### src/rtl/mws_pkg.sv
package mws_pkg;

  // Per-edge view of the slow-device select.
  typedef struct packed {
    logic active;  // select sampled active at this edge
    logic start;   // first active edge of a new access
  } mws_evt_t;

endpackage

### src/rtl/mws_access_detect.sv
module mws_access_detect
  import mws_pkg::*;
(
  input  logic     clk,
  input  logic     rst,
  input  logic     cs_n,
  output mws_evt_t evt
);

  logic cs_act;
  logic cs_prev_q;

  assign cs_act = ~cs_n;

  always_ff @(posedge clk) begin
    if (rst) begin
      cs_prev_q <= 1'b0;
    end else begin
      cs_prev_q <= cs_act;
    end
  end

  always_comb begin
    evt.active = cs_act;
    evt.start  = cs_act & ~cs_prev_q & ~rst;
  end

endmodule

### src/rtl/mws_wait_counter.sv
module mws_wait_counter
  import mws_pkg::*;
#(
  parameter int CNT_W = 2
) (
  input  logic             clk,
  input  logic             rst,
  input  mws_evt_t         evt,
  input  logic [CNT_W-1:0] load_val,
  output logic             stall_d
);

  logic [CNT_W-1:0] rem_q;
  logic [CNT_W-1:0] rem_d;

  always_comb begin
    rem_d = rem_q;
    if (!evt.active) begin
      rem_d = '0;
    end else if (evt.start) begin
      rem_d = load_val;
    end else if (rem_q != '0) begin
      rem_d = rem_q - 1'b1;
    end
  end

  assign stall_d = (rem_d != '0);

  always_ff @(posedge clk) begin
    if (rst) begin
      rem_q <= '0;
    end else begin
      rem_q <= rem_d;
    end
  end

endmodule

### src/rtl/mws_rdy_driver.sv
module mws_rdy_driver (
  input  logic clk,
  input  logic rst,
  input  logic stall_d,
  output logic rdy_drv,
  output logic rdy_oe
);

  always_ff @(posedge clk) begin
    if (rst) begin
      rdy_drv <= 1'b1;
      rdy_oe  <= 1'b0;
    end else begin
      rdy_drv <= ~stall_d;
      rdy_oe  <= stall_d;
    end
  end

endmodule

### src/rtl/mws_wait_gen.sv
module mws_wait_gen
  import mws_pkg::*;
#(
  parameter int MAX_WAIT = 2,
  parameter int WAIT_W   = 2
) (
  input  logic              clk,
  input  logic              rst,
  input  logic              cs_n,
  input  logic [WAIT_W-1:0] wait_cnt,
  output logic              rdy_drv,
  output logic              rdy_oe
);

  localparam int CNT_W = (MAX_WAIT < 2) ? 1 : $clog2(MAX_WAIT + 1);
  localparam int CMP_W = (WAIT_W > CNT_W) ? WAIT_W : CNT_W;

  mws_evt_t         evt;
  logic [CNT_W-1:0] load_val;
  logic [CMP_W-1:0] req_wide;
  logic             stall_d;

  assign req_wide = CMP_W'(wait_cnt);
  assign load_val = (req_wide > CMP_W'(MAX_WAIT)) ? CNT_W'(MAX_WAIT)
                                                  : CNT_W'(req_wide);

  mws_access_detect u_detect (
    .clk  (clk),
    .rst  (rst),
    .cs_n (cs_n),
    .evt  (evt)
  );

  mws_wait_counter #(.CNT_W(CNT_W)) u_count (
    .clk      (clk),
    .rst      (rst),
    .evt      (evt),
    .load_val (load_val),
    .stall_d  (stall_d)
  );

  mws_rdy_driver u_drive (
    .clk     (clk),
    .rst     (rst),
    .stall_d (stall_d),
    .rdy_drv (rdy_drv),
    .rdy_oe  (rdy_oe)
  );

endmodule

### config.mk
export PLATFORM = sky130hd
export DESIGN_NAME = mws_wait_gen
export DESIGN_NICKNAME = d
export VERILOG_FILES = /design/src/rtl/mws_pkg.sv /design/src/rtl/mws_access_detect.sv /design/src/rtl/mws_wait_counter.sv /design/src/rtl/mws_rdy_driver.sv /design/src/rtl/mws_wait_gen.sv
export SDC_FILE = /design/constraint.sdc
export NUM_CORES = 1
export LEC_CHECK = 0
export BUFFER_PORTS_ARGS = -buffer_cell sky130_fd_sc_hd__clkbuf_2
export CAP_MARGIN = 20
export CORE_AREA = 2 2 39 41
export CTS_CLUSTER_DIAMETER = 30
export DETAILED_ROUTE_END_ITERATION = 8
export DIE_AREA = 0 0 41 43
export HOLD_SLACK_MARGIN = 0.06
export SLEW_MARGIN = 5
export SYNTH_ARGS = -nofsm -noshare
export SYNTH_HDL_FRONTEND = slang
export SYNTH_SLANG_ARGS = --single-unit
### constraint.sdc
create_clock -name clk -period 1.1 [get_ports clk]
set_clock_uncertainty 0.05 [all_clocks]
set_input_delay 0.22 -clock clk [delete_from_list [all_inputs] [get_ports clk]]
set_output_delay 0.22 -clock clk [all_outputs]
set_load 0.01 [all_outputs]
==> results of run 1 <==
==> synthesized netlist by cell type (all sizes together) <==
master	n	share of area (%)
nand2b	1	3.6
or3b	1	5.1
dfxtp	5	58
o311ai	1	5.1
nand3	1	2.9
o311a	1	5.8
a21boi	2	8.7
nand3b	1	4.3
nor2	1	2.2
or2b	1	4.3
==> cell usage in the layout, fill, tap and decap left out <==
cell type  n
a21boi_0   1
a21boi_1   1
clkbuf_1   1
clkbuf_2   6
clkbuf_4   3
dfxtp_1    5
nand2b_1   1
nand3_1    1
nand3b_1   1
nor2_1     1
o311a_1    1
o311ai_0   1
or2b_1     1
or3b_1     1
==> worst max-delay path, cell delays in order, from the launching register on <==
cell      delay, ns
dfxtp_1        0.34
or3b_1         0.36
a21boi_1       0.14
==> kinds of logic (layout without fill, tap and decap cells) <==
group	count (synthesis)	in the layout	synth area share, %
AND/OR/NAND/NOR	6	6	22.5
flip-flops	5	5	58.0
AO/OA/AOI/OAI	4	4	19.6
buffers and inverters	0	10	0
==> per-layer routing <==
layer  global-route usage (%)  vias up  part of all wire [%]
met5                        0        -                     0
met4                     8.00        0                     0
met3                     4.71        0                    16
met2                     4.69        7                    39
met1                     4.50       64                    45
li1                         -       75                     -
==> power breakdown <==
| group | internal, µW | leakage (µW) | total, µW | switching, µW |
|---|---|---|---|---|
| Sequential | 190 | 0.0000412 | 195 | 4.96 |
| Clock | 137 | 0.0000150 | 211 | 74.1 |
| Combinational | 15.6 | 0.0000458 | 27.9 | 12.3 |
==> cell type report <==
class                      count  area [µm²]  area share (%)
clock buffer                   4        26.3            10.6
multi-input combinational     10        72.6            29.1
sequential                     5         100            40.2
tap                           16        20.0            8.04
timing repair buffer           6        30.0            12.1
==> stage by stage <==
step | util [%] | area [µm²] | power, µW | hold WS, ns | cells
2_1_floorplan | - | 173 | 211 | 0.273 | 15
3_3_place_gp | 16.1 | 223 | 227 | 0.387 | 37
3_5_place_dp | 16.1 | 223 | 227 | 0.390 | 37
4_1_cts | 18.0 | 249 | 453 | 0.128 | 41
5_1_grt | 18.0 | 249 | 468 | 0.140 | 41
6_report | 18.0 | 249 | 434 | 0.135 | 41
==> state kept, by name, indices dropped and copies added, names as in the netlist <==
| name | cells |
|---|---|
| u_count.rem_q | 2 |
| u_detect.cs_prev_q | 1 |
| u_drive.rdy_drv | 1 |
| u_drive.rdy_oe | 1 |
==> path summary, 6_finish.rpt <==
kind                                 start                       endpoint  slack [ns]  cells after the start
max          u_detect.cs_prev_q$_SDFF_PP0_    u_count.rem_q[0]$_SDFF_PP0_        0.14                      2
min                                   cs_n  u_detect.cs_prev_q$_SDFF_PP0_        0.14                      2
max reg2reg  u_detect.cs_prev_q$_SDFF_PP0_    u_count.rem_q[0]$_SDFF_PP0_        0.14                      2
min reg2reg    u_count.rem_q[0]$_SDFF_PP0_    u_count.rem_q[1]$_SDFF_PP0_        0.43                      2
==> results.md, run 1 <==
- Starting DRT DRC Count: 0
- Leak: 0.000102 µW
- PD cells: between 1500 and 2000 mW/mm²
- PnR worst setup slack: 0.139 ns
- Worst Path Max Fanout: 7
- Post_cts resized: 0
- #FFs+latches synth: 5
- Die Y-Extent: approximately 43 µm
- Data required, critical path: 1.22 ns
- CP endpoint kind: flop
- Setup_tns: 0 ns
- Outcome: finished clean
- Cts-stage hold buffer count: 0
- WL final: 320 µm
- Largest net degree at the start of global routing: 8
- Slew HR: a little over 80%
- Grt ovf: 0
- Setup-failing EPs final: 0
- Fin crit period: 0.961 ns
- Area grow syn2layout: 44.2%
- Gr usage total: 5.02%
- Global placement routability congestion: 0.548
- Syn avg cell area: roughly 12 µm²
- CTS buffer count: 3
- Die area: 0.00176 mm²
- Core Region: ~0.0014 mm²
- Clk slew on worst S/H paths: ~0.040 ns
- Residual DRC: 0
- Clock root buffer: clkbuf_4
- Worst-case clock buffer depth: 2
- DRT Pass-1 Iters: 1
- Max-cap violation count: 0
- CP Class: flop to flop
- Sequential share of the synthesized area: 58.0%
- Initial Util: 12.5%
- Ys Warns: 0
- DR WL/cell: 7.80 µm
- Final period util: between 80 and 90%
- HP Class: input pin to flop
- Place WS: ~0.14 ns
- Post-synth net total: 20
- Num ports: 7
- Antenna Cells: 0
- ANT nets after route: 0
- Startpoint types: flop
- FILL cells: between 150 and 200
- Vias per cell: 3.56
- Cell Area, Synth: between 150 and 200 µm²
- Post-synthesis cell type count: 11
- RSZ-0062 raised after global routing: false
- Worst EP arrival: 1.08 ns
- Via count: 146
- Port bufs: 6
- Least-Margin Pin Slew: around 0.26 ns
- Fin. Hold Viols: 0
- Synth Instances: 15
- First-pass GRT wire length: 455 µm
- Row count: 14
- Depth of the CTS H-tree: 1
- CTS Sinks: 5
- Die W: 41 µm
- Maximum clock rate: 1040 MHz
- Post-CTS Setup Repair Bufs: 0
- Slew Viols, Final: 0
- Share of layout cells above drive strength 1: a little over a third
- Maximum VDD drop: 0.000241 V
- Vias in the first global route: 119
- Fin nets: 31
- Antenna violations before repair: 0
- Clk_lat worst skew: approximately 0.24 ns
- TritonCTS clock tree: yes
No activity file was read; power rests on OpenSTA's default activity.
==> run 2: changes to the inputs <==
--- a/config.mk
+++ b/config.mk
@@ -15,4 +15,5 @@
 export SLEW_MARGIN = 5
 export SYNTH_ARGS = -nofsm -noshare
 export SYNTH_HDL_FRONTEND = slang
+export SYNTH_HIERARCHICAL = 1
 export SYNTH_SLANG_ARGS = --single-unit
==> results.md, run 2 <==
- Fin. Hold Viols: 0 (unchanged)
- DRT Pass-1 Iters: 4 (was 1)
- Gr usage total: 5.93% (was 5.02%)
- Fin nets: 40 (was 31)
- Clock root buffer: clkbuf_4 (unchanged)
- Syn avg cell area: 8.76 µm² (was 11.5 µm²)
- Vias per cell: 3.50 (was 3.56)
- CTS Sinks: 5 (unchanged)
- Starting DRT DRC Count: 9 (was 0)
- Least-Margin Pin Slew: 0.197 ns (was 0.257 ns)
- Top-count cell post-synth: dfxtp_1 (unchanged)
- Combinational Power Share: 9.2% (was 6.4%)
- CP Class: flop to flop (unchanged)
- DR WL/cell: 6.82 µm (was 7.80 µm)
- Antenna Cells: 0 (unchanged)
- WL final: 341 µm (was 320 µm)
- Die area: 0.00176 mm² (unchanged)
- Cell Area, Synth: 201 µm² (was 173 µm²)
- Leak: 0.000125 µW (was 0.000102 µW)
- Max-cap violation count: 0 (unchanged)
- CP endpoint kind: flop (unchanged)
- HP Class: input pin to flop (unchanged)
- CP cell instances: nor3_4 -> or3b_1 -> a21oi_1 (was or3b_1 -> a21boi_1)
- FILL cells: 156 (was 152)
- Maximum VDD drop: 0.000330 V (was 0.000241 V)
- Worst EP arrival: 1.12 ns (was 1.08 ns)
- Die Y-Extent: 43 µm (unchanged)
- Sw Pwr: 88.5 µW (was 91.4 µW)
- Outcome: finished clean (unchanged)
- Synth Area in XOR/XNOR: 0% (unchanged)
- Internal cell power: 345 µW (was 343 µW)
- Residual DRC: 0 (unchanged)
- First-pass GRT wire length: 621 µm (was 455 µm)
- Depth of the CTS H-tree: 1 (unchanged)
- Hold WS: 0.193 ns (was 0.135 ns)
- Via count: 175 (was 146)
- Area grow syn2layout: 46.6% (was 44.2%)
- Crit-path leading delay family: simple AND/OR/NAND/NOR gates (unchanged)
- Startpoint types: flop (unchanged)
- Post-synthesis cell type count: 13 (was 11)
- Synth top area cells: dfxtp_1 (50%), a21oi_1 (7.5%), nand2b_1 (6.2%) (was dfxtp_1 (58%), o311a_1 (5.8%), o311ai_0 (5.1%))
- ANT nets after route: 0 (unchanged)
- FF-to-FF Start: u_detect/cs_prev_q$_SDFF_PP0_ (was u_detect.cs_prev_q$_SDFF_PP0_)
- Layout Cells excl Fill: 50 (was 41)
- Crit path launch: u_detect/cs_prev_q$_SDFF_PP0_ (was u_detect.cs_prev_q$_SDFF_PP0_)
- Worst-case clock buffer depth: 2 (unchanged)
- Hold_sp: wait_cnt[1] (was cs_n)
- Yosys top cell area share: 49.7% (was 58.0%)
- Most common cell after layout, fill and taps aside: clkbuf_2 (unchanged)
- EDFF count, synth: 0 (unchanged)
- RSZ-0062 raised after global routing: false (unchanged)
- Setup-failing EPs final: 0 (unchanged)
- Compound-Gate Fraction of Synth Area: 9.94% (was 19.6%)
- Most frequent cells in the layout: clkbuf_2 (6), dfxtp_1 (5), clkbuf_4 (3), buf_4 (3), a21oi_1 (3) (was clkbuf_2 (6), dfxtp_1 (5), clkbuf_4 (3))
- Global placement routability congestion: 0.666 (was 0.548)
- Data required, critical path: 1.22 ns (about the same)
- Initial Util: 14.6% (was 12.5%)
- CTS buffer count: 3 (unchanged)
- Clk_lat worst skew: 0.23 ns (was 0.24 ns)
- Final period util: 90.8% (was 87.3%)
- #FFs+latches synth: 5 (unchanged)
- Worst Path Max Fanout: 5 (was 7)
- Mux cell area share after synthesis: 0% (unchanged)
- Synth Instances: 23 (was 15)
- Post-CTS Setup Repair Bufs: 0 (unchanged)
- CP max-delay cell: dfxtp_1 (was or3b_1)
- Top reg by flops: u_count/rem_q (was u_count.rem_q)
- Grt ovf: 0 (unchanged)
- Core Region: 0.00138 mm² (unchanged)
- Ys async rst share: 0% (unchanged)
- Fin crit period: 0.999 ns (was 0.961 ns)
- Slew Viols, Final: 0 (unchanged)
- Share of layout cells above drive strength 1: 38.2% (was 36.0%)
- Largest net degree at the start of global routing: 6 (was 8)
- Die W: 41 µm (unchanged)
- PD cells: 1470 mW/mm² (was 1740 mW/mm²)
- Top FF cell, synth: dfxtp_1 (unchanged)
- Num ports: 7 (unchanged)
- Row count: 14 (unchanged)
- Net Sw Frac: 20.4% (was 21.0%)
- Post-synthesis simple-gate area fraction: 32.9% (was 22.5%)
- Slew HR: 86.9% (was 82.6%)
- Post-synth net total: 28 (was 20)
- Power share of the clock group: 47.2% (was 48.6%)
- Antenna violations before repair: 0 (unchanged)
- Vias in the first global route: 173 (was 119)
- # placed instances: 46 (was 37)
- Ys Warns: 6 (was 0)
- Port bufs: 6 (unchanged)
- Maximum clock rate: 1000 MHz (was 1040 MHz)
- Max reg flops: 2 (unchanged)
- Clk slew on worst S/H paths: 0.04 ns (about the same)
- Post-Synth Adder-Cell Area: 0% (unchanged)
- WP buf/inv: 0 (unchanged)
- Seq pwr share: 43.6% (was 45.0%)
- Dominant cell type by area after synthesis: dfxtp_1 (unchanged)
- Sequential share of the synthesized area: 49.7% (was 58.0%)
- Worst path max stage delay: 0.34 ns (was 0.36 ns)
- Main combinational cell family by area after synthesis: simple AND/OR/NAND/NOR gates (unchanged)
- Commonest cells in the netlist: dfxtp_1 (5), a21oi_1 (3)
- TritonCTS clock tree: yes (unchanged)
## run 2: final timing paths
check | endpoint | slack (ns) | cells after the start
worst max-delay path | u_count/rem_q[0]$_SDFF_PP0_ | 0.10 | 3
worst min-delay path | u_count/rem_q[1]$_SDFF_PP0_ | 0.19 | 3
worst max register to register | u_count/rem_q[0]$_SDFF_PP0_ | 0.10 | 3
worst min register to register | u_count/rem_q[1]$_SDFF_PP0_ | 0.44 | 2
## run 2: cell type report
| cell class | instances | area (µm²) | area share (%) |
|---|---|---|---|
| flip-flops and latches | 5 | 100 | 33.9 |
| multi-input cells | 15 | 92.6 | 31.4 |
| repair buffers | 9 | 52.6 | 17.8 |
| clock buffers | 4 | 26.3 | 8.90 |
| well taps | 16 | 20.0 | 6.78 |
| inverters | 1 | 3.75 | 1.27 |
## run 2: power by group through the flow
stage	sequential, µW	combinational (µW)	clock, µW
floorplan	193	18.4	0
global placement	192	37.6	0
detailed placement	192	38.0	0
CTS	188	38.1	218
global route	189	45.1	234
finish	189	40.0	205
## run 2: repair_timing
| action | CTS | global route |
|---|---|---|
| hold buffers | 0 | 0 |
| gates resized for setup | 0 | 1 |
| hold endpoints to repair | 0 | 0 |
| setup endpoints to repair | 0 | 2 |
## run 2: per-stage QoR
step                      cell area (µm²)  TNS (ns)  power [µW]  util, %  setup WS, ns
final                                 295         0         434     21.3         0.101
after global routing                  295         0         469     21.3       0.00841
after CTS                             289         0         445     20.9        0.0736
after detailed placement              263   -0.0182         230     19.0       -0.0162
after global placement                263  -0.00764         229     19.0      -0.00764
after floorplan                       201         0         211        -         0.137
## run 2: kinds of logic after synthesis
family          Yosys count
flops                     5
buf+inv                   3
compound gates            4
simple gates             11
## run 2: layer usage
metal / up-vias / part of all wire, % / global-route usage, %
met5: - / 0 / 0
met3: 0 / 8.5 / 6.28
met2: 4 / 50 / 8.13
met1: 75 / 41 / 4.84
li1: 96 / - / -
met4: 0 / 0 / 4.00
## run 2: worst min-delay path, cell delays in order
cell and delay [ns]:
clkbuf_2 0.10, nand2_1 0.05, a21oi_1 0.06
==> run 3: changes to the inputs <==
--- a/config.mk
+++ b/config.mk
@@ -5,6 +5,7 @@
 export SDC_FILE = /design/constraint.sdc
 export NUM_CORES = 1
 export LEC_CHECK = 0
+export ABC_AREA = 1
 export BUFFER_PORTS_ARGS = -buffer_cell sky130_fd_sc_hd__clkbuf_2
 export CAP_MARGIN = 20
 export CORE_AREA = 2 2 39 41
==> results.md, run 3 <==
- Max-cap violation count: 0 (unchanged)
- First-pass GRT wire length: 586 µm (was 621 µm)
- Net Sw Frac: 21.8% (was 20.4%)
- Internal cell power: 345 µW (about the same)
- Top-count cell post-synth: inv_1 (was dfxtp_1)
- Worst Path Max Fanout: 3 (was 5)
- Post-CTS Setup Repair Bufs: 0 (unchanged)
- Leak: 0.000170 µW (was 0.000125 µW)
- Synth Instances: 34 (was 23)
- Vias per cell: 3.24 (was 3.50)
- CP endpoint kind: flop (unchanged)
- Die Y-Extent: 43 µm (unchanged)
- Place WS: 0.00309 ns (was -0.0162 ns)
- Setup_tns: 0 ns (unchanged)
- Fin crit period: 0.982 ns (was 0.999 ns)
- FF-to-FF End: u_drive/rdy_oe$_SDFF_PP0_ (was u_count/rem_q[0]$_SDFF_PP0_)
- Port bufs: 6 (unchanged)
- PD cells: 1500 mW/mm² (was 1470 mW/mm²)
- RSZ-0062 raised after global routing: false (unchanged)
- Starting DRT DRC Count: 8 (was 9)
- Row count: 14 (unchanged)
- Most common cell after layout, fill and taps aside: inv_1 (was clkbuf_2)
- Hold Path Depth: 4 (was 3)
- Crit path capture: u_drive/rdy_oe$_SDFF_PP0_ (was u_count/rem_q[0]$_SDFF_PP0_)
- Vias in the first global route: 169 (was 173)
- Fin nets: 49 (was 40)
- #FFs+latches synth: 5 (unchanged)
- Cts-stage hold buffer count: 0 (unchanged)
- Core Region: 0.00138 mm² (unchanged)
- CTS Sinks: 5 (unchanged)
- Top FF cell, synth: dfxtp_1 (unchanged)
- Die area: 0.00176 mm² (unchanged)
- Post-synth net total: 39 (was 28)
- Setup-failing EPs final: 0 (unchanged)
- PnR worst setup slack: 0.118 ns (was 0.101 ns)
- Fin. Hold Viols: 0 (unchanged)
- FILL cells: 164 (was 156)
- Post_cts resized: 0 (unchanged)
- Reg2reg setup slack: 0.12 ns (was 0.10 ns)
- Slew HR: 91.3% (was 86.9%)
- Grt ovf: 0 (unchanged)
- Clk_lat worst skew: 0.24 ns (was 0.23 ns)
- Seq pwr share: 43.4% (was 43.6%)
- Clk slew on worst S/H paths: 0.04 ns (about the same)
- Power share of the clock group: 46.7% (was 47.2%)
- Startpoint types: flop (unchanged)
- HP Class: input pin to flop (unchanged)
- EDFF count, synth: 0 (unchanged)
- Yosys top cell area share: 44.9% (was 49.7%)
- Clock root buffer: clkbuf_4 (unchanged)
- Largest net degree at the start of global routing: 5 (was 6)
- Least-Margin Pin Slew: 0.131 ns (was 0.197 ns)
- Sw Pwr: 96.4 µW (was 88.5 µW)
- DR WL/cell: 6.22 µm (was 6.82 µm)
- Sequential share of the synthesized area: 44.9% (was 49.7%)
- Final period util: 89.3% (was 90.8%)
- Cell Area, Synth: 223 µm² (was 201 µm²)
- WL final: 367 µm (was 341 µm)
- Num ports: 7 (unchanged)
- R2R depth: 7 (was 3)
- TritonCTS clock tree: yes (unchanged)
- Synth top area cells: dfxtp_1 (45%), inv_1 (17%), nand2_1 (13%) (was dfxtp_1 (50%), a21oi_1 (7.5%), nand2b_1 (6.2%))
- Global placement routability congestion: 0.685 (was 0.666)
- Worst-case clock buffer depth: 2 (unchanged)
- Top reg by flops: u_count/rem_q (unchanged)
- Crit path launch: u_detect/cs_prev_q$_SDFF_PP0_ (unchanged)
- Dominant cell type by area after synthesis: dfxtp_1 (unchanged)
- CP Class: flop to flop (unchanged)
- Residual DRC: 0 (unchanged)
- Ys Warns: 6 (unchanged)
- Syn avg cell area: 6.55 µm² (was 8.76 µm²)
- Most frequent cells in the layout: inv_1 (10), nand2_1 (8), clkbuf_2 (6), dfxtp_1 (5) (was clkbuf_2 (6), dfxtp_1 (5), clkbuf_4 (3), buf_4 (3), a21oi_1 (3))
- Combinational Power Share: 9.9% (was 9.2%)
- Area grow syn2layout: 32.6% (was 46.6%)
- Max reg flops: 2 (unchanged)
- Share of layout cells above drive strength 1: 32.6% (was 38.2%)
- FF-to-FF Start: u_detect/cs_prev_q$_SDFF_PP0_ (unchanged)
- DRT Pass-1 Iters: 4 (unchanged)
- Via count: 191 (was 175)
- Total chip power: 442 µW (was 434 µW)
- Commonest cells in the netlist: inv_1 (10), nand2_1 (8), dfxtp_1 (5), nor2_1 (3), nor2_2 (2) (was dfxtp_1 (5), a21oi_1 (3))
- Depth of the CTS H-tree: 1 (unchanged)
- ANT nets after route: 0 (unchanged)
- Ys async rst share: 0% (unchanged)
- Antenna Cells: 0 (unchanged)
- Worst EP arrival: 1.11 ns (was 1.12 ns)
- Post-synthesis cell type count: 11 (was 13)
- CTS buffer count: 3 (unchanged)
- Maximum VDD drop: 0.000480 V (was 0.000330 V)
- Antenna violations before repair: 0 (unchanged)
- Slew Viols, Final: 0 (unchanged)
- Maximum clock rate: 1020 MHz (was 1000 MHz)
- Die W: 41 µm (unchanged)
- Gr usage total: 5.42% (was 5.93%)
- Hpwl dp: roughly 300 µm
- Initial Util: 16.1% (was 14.6%)
- Data required, critical path: 1.23 ns (was 1.22 ns)
- Outcome: finished clean (unchanged)
-- run 3: worst min-delay path by stage --
stage,startpoint,endpoint,slack [ns]
floorplan,rst,u_drive/rdy_oe$_SDFF_PP0_,0.24
global placement,cs_n,u_detect/cs_prev_q$_SDFF_PP0_,0.44
detailed placement,cs_n,u_detect/cs_prev_q$_SDFF_PP0_,0.45
CTS,cs_n,u_detect/cs_prev_q$_SDFF_PP0_,0.20
global route,cs_n,u_detect/cs_prev_q$_SDFF_PP0_,0.22
finish,cs_n,u_detect/cs_prev_q$_SDFF_PP0_,0.21
-- run 3: area by class of cell --
class	instances	area (µm²)	share of cell area (%)
flip-flops and latches	5	100	33.9
well taps	16	20.0	6.78
repair buffers	7	37.5	12.7
multi-input cells	16	70.1	23.7
inverters	11	41.3	14.0
clock buffers	4	26.3	8.90
-- run 3: logic make-up after synthesis --
logic type      after synthesis  share of synthesized area (%)
buf+inv                      13                           23.6
flops                         5                           44.9
simple gates                 15                           29.2
compound gates                1                           2.25
-- run 3: metal layers --
layer  up-vias  wire length, µm  GRT usage (%)
li1        110                -              -
met1        79              155           5.14
met2         2              199           7.19
met3         0               11           3.14
met4         0                0           6.00
met5         -                0              0
-- run 3: critical path, stage by stage, from the launching register on --
cell and delay [ns]:
dfxtp_1 0.30, nor2_2 0.14, inv_1 0.07, nand2_1 0.07, nand3_1 0.09, nand2_1 0.11, inv_1 0.05, nor2_2 0.06
-- run 3: per-stage QoR --
stage / std cells / utilization (%) / cell area [µm²] / hold slack, ns
final: 59 / 21.3 / 295 / 0.205
after global routing: 59 / 21.3 / 295 / 0.216
after CTS: 59 / 21.3 / 295 / 0.205
after detailed placement: 55 / 19.4 / 269 / 0.447
after global placement: 55 / 19.4 / 269 / 0.443
after floorplan: 34 / - / 223 / 0.237
-- run 3: power by group through the flow --
stage                     clock (µW)  sequential, µW  combinational, µW
after floorplan                    0             197               26.5
after global placement             0             195               43.0
after detailed placement           0             195               44.1
after CTS                        216             192               44.6
after global routing             232             192               49.9
final                            206             192               43.8
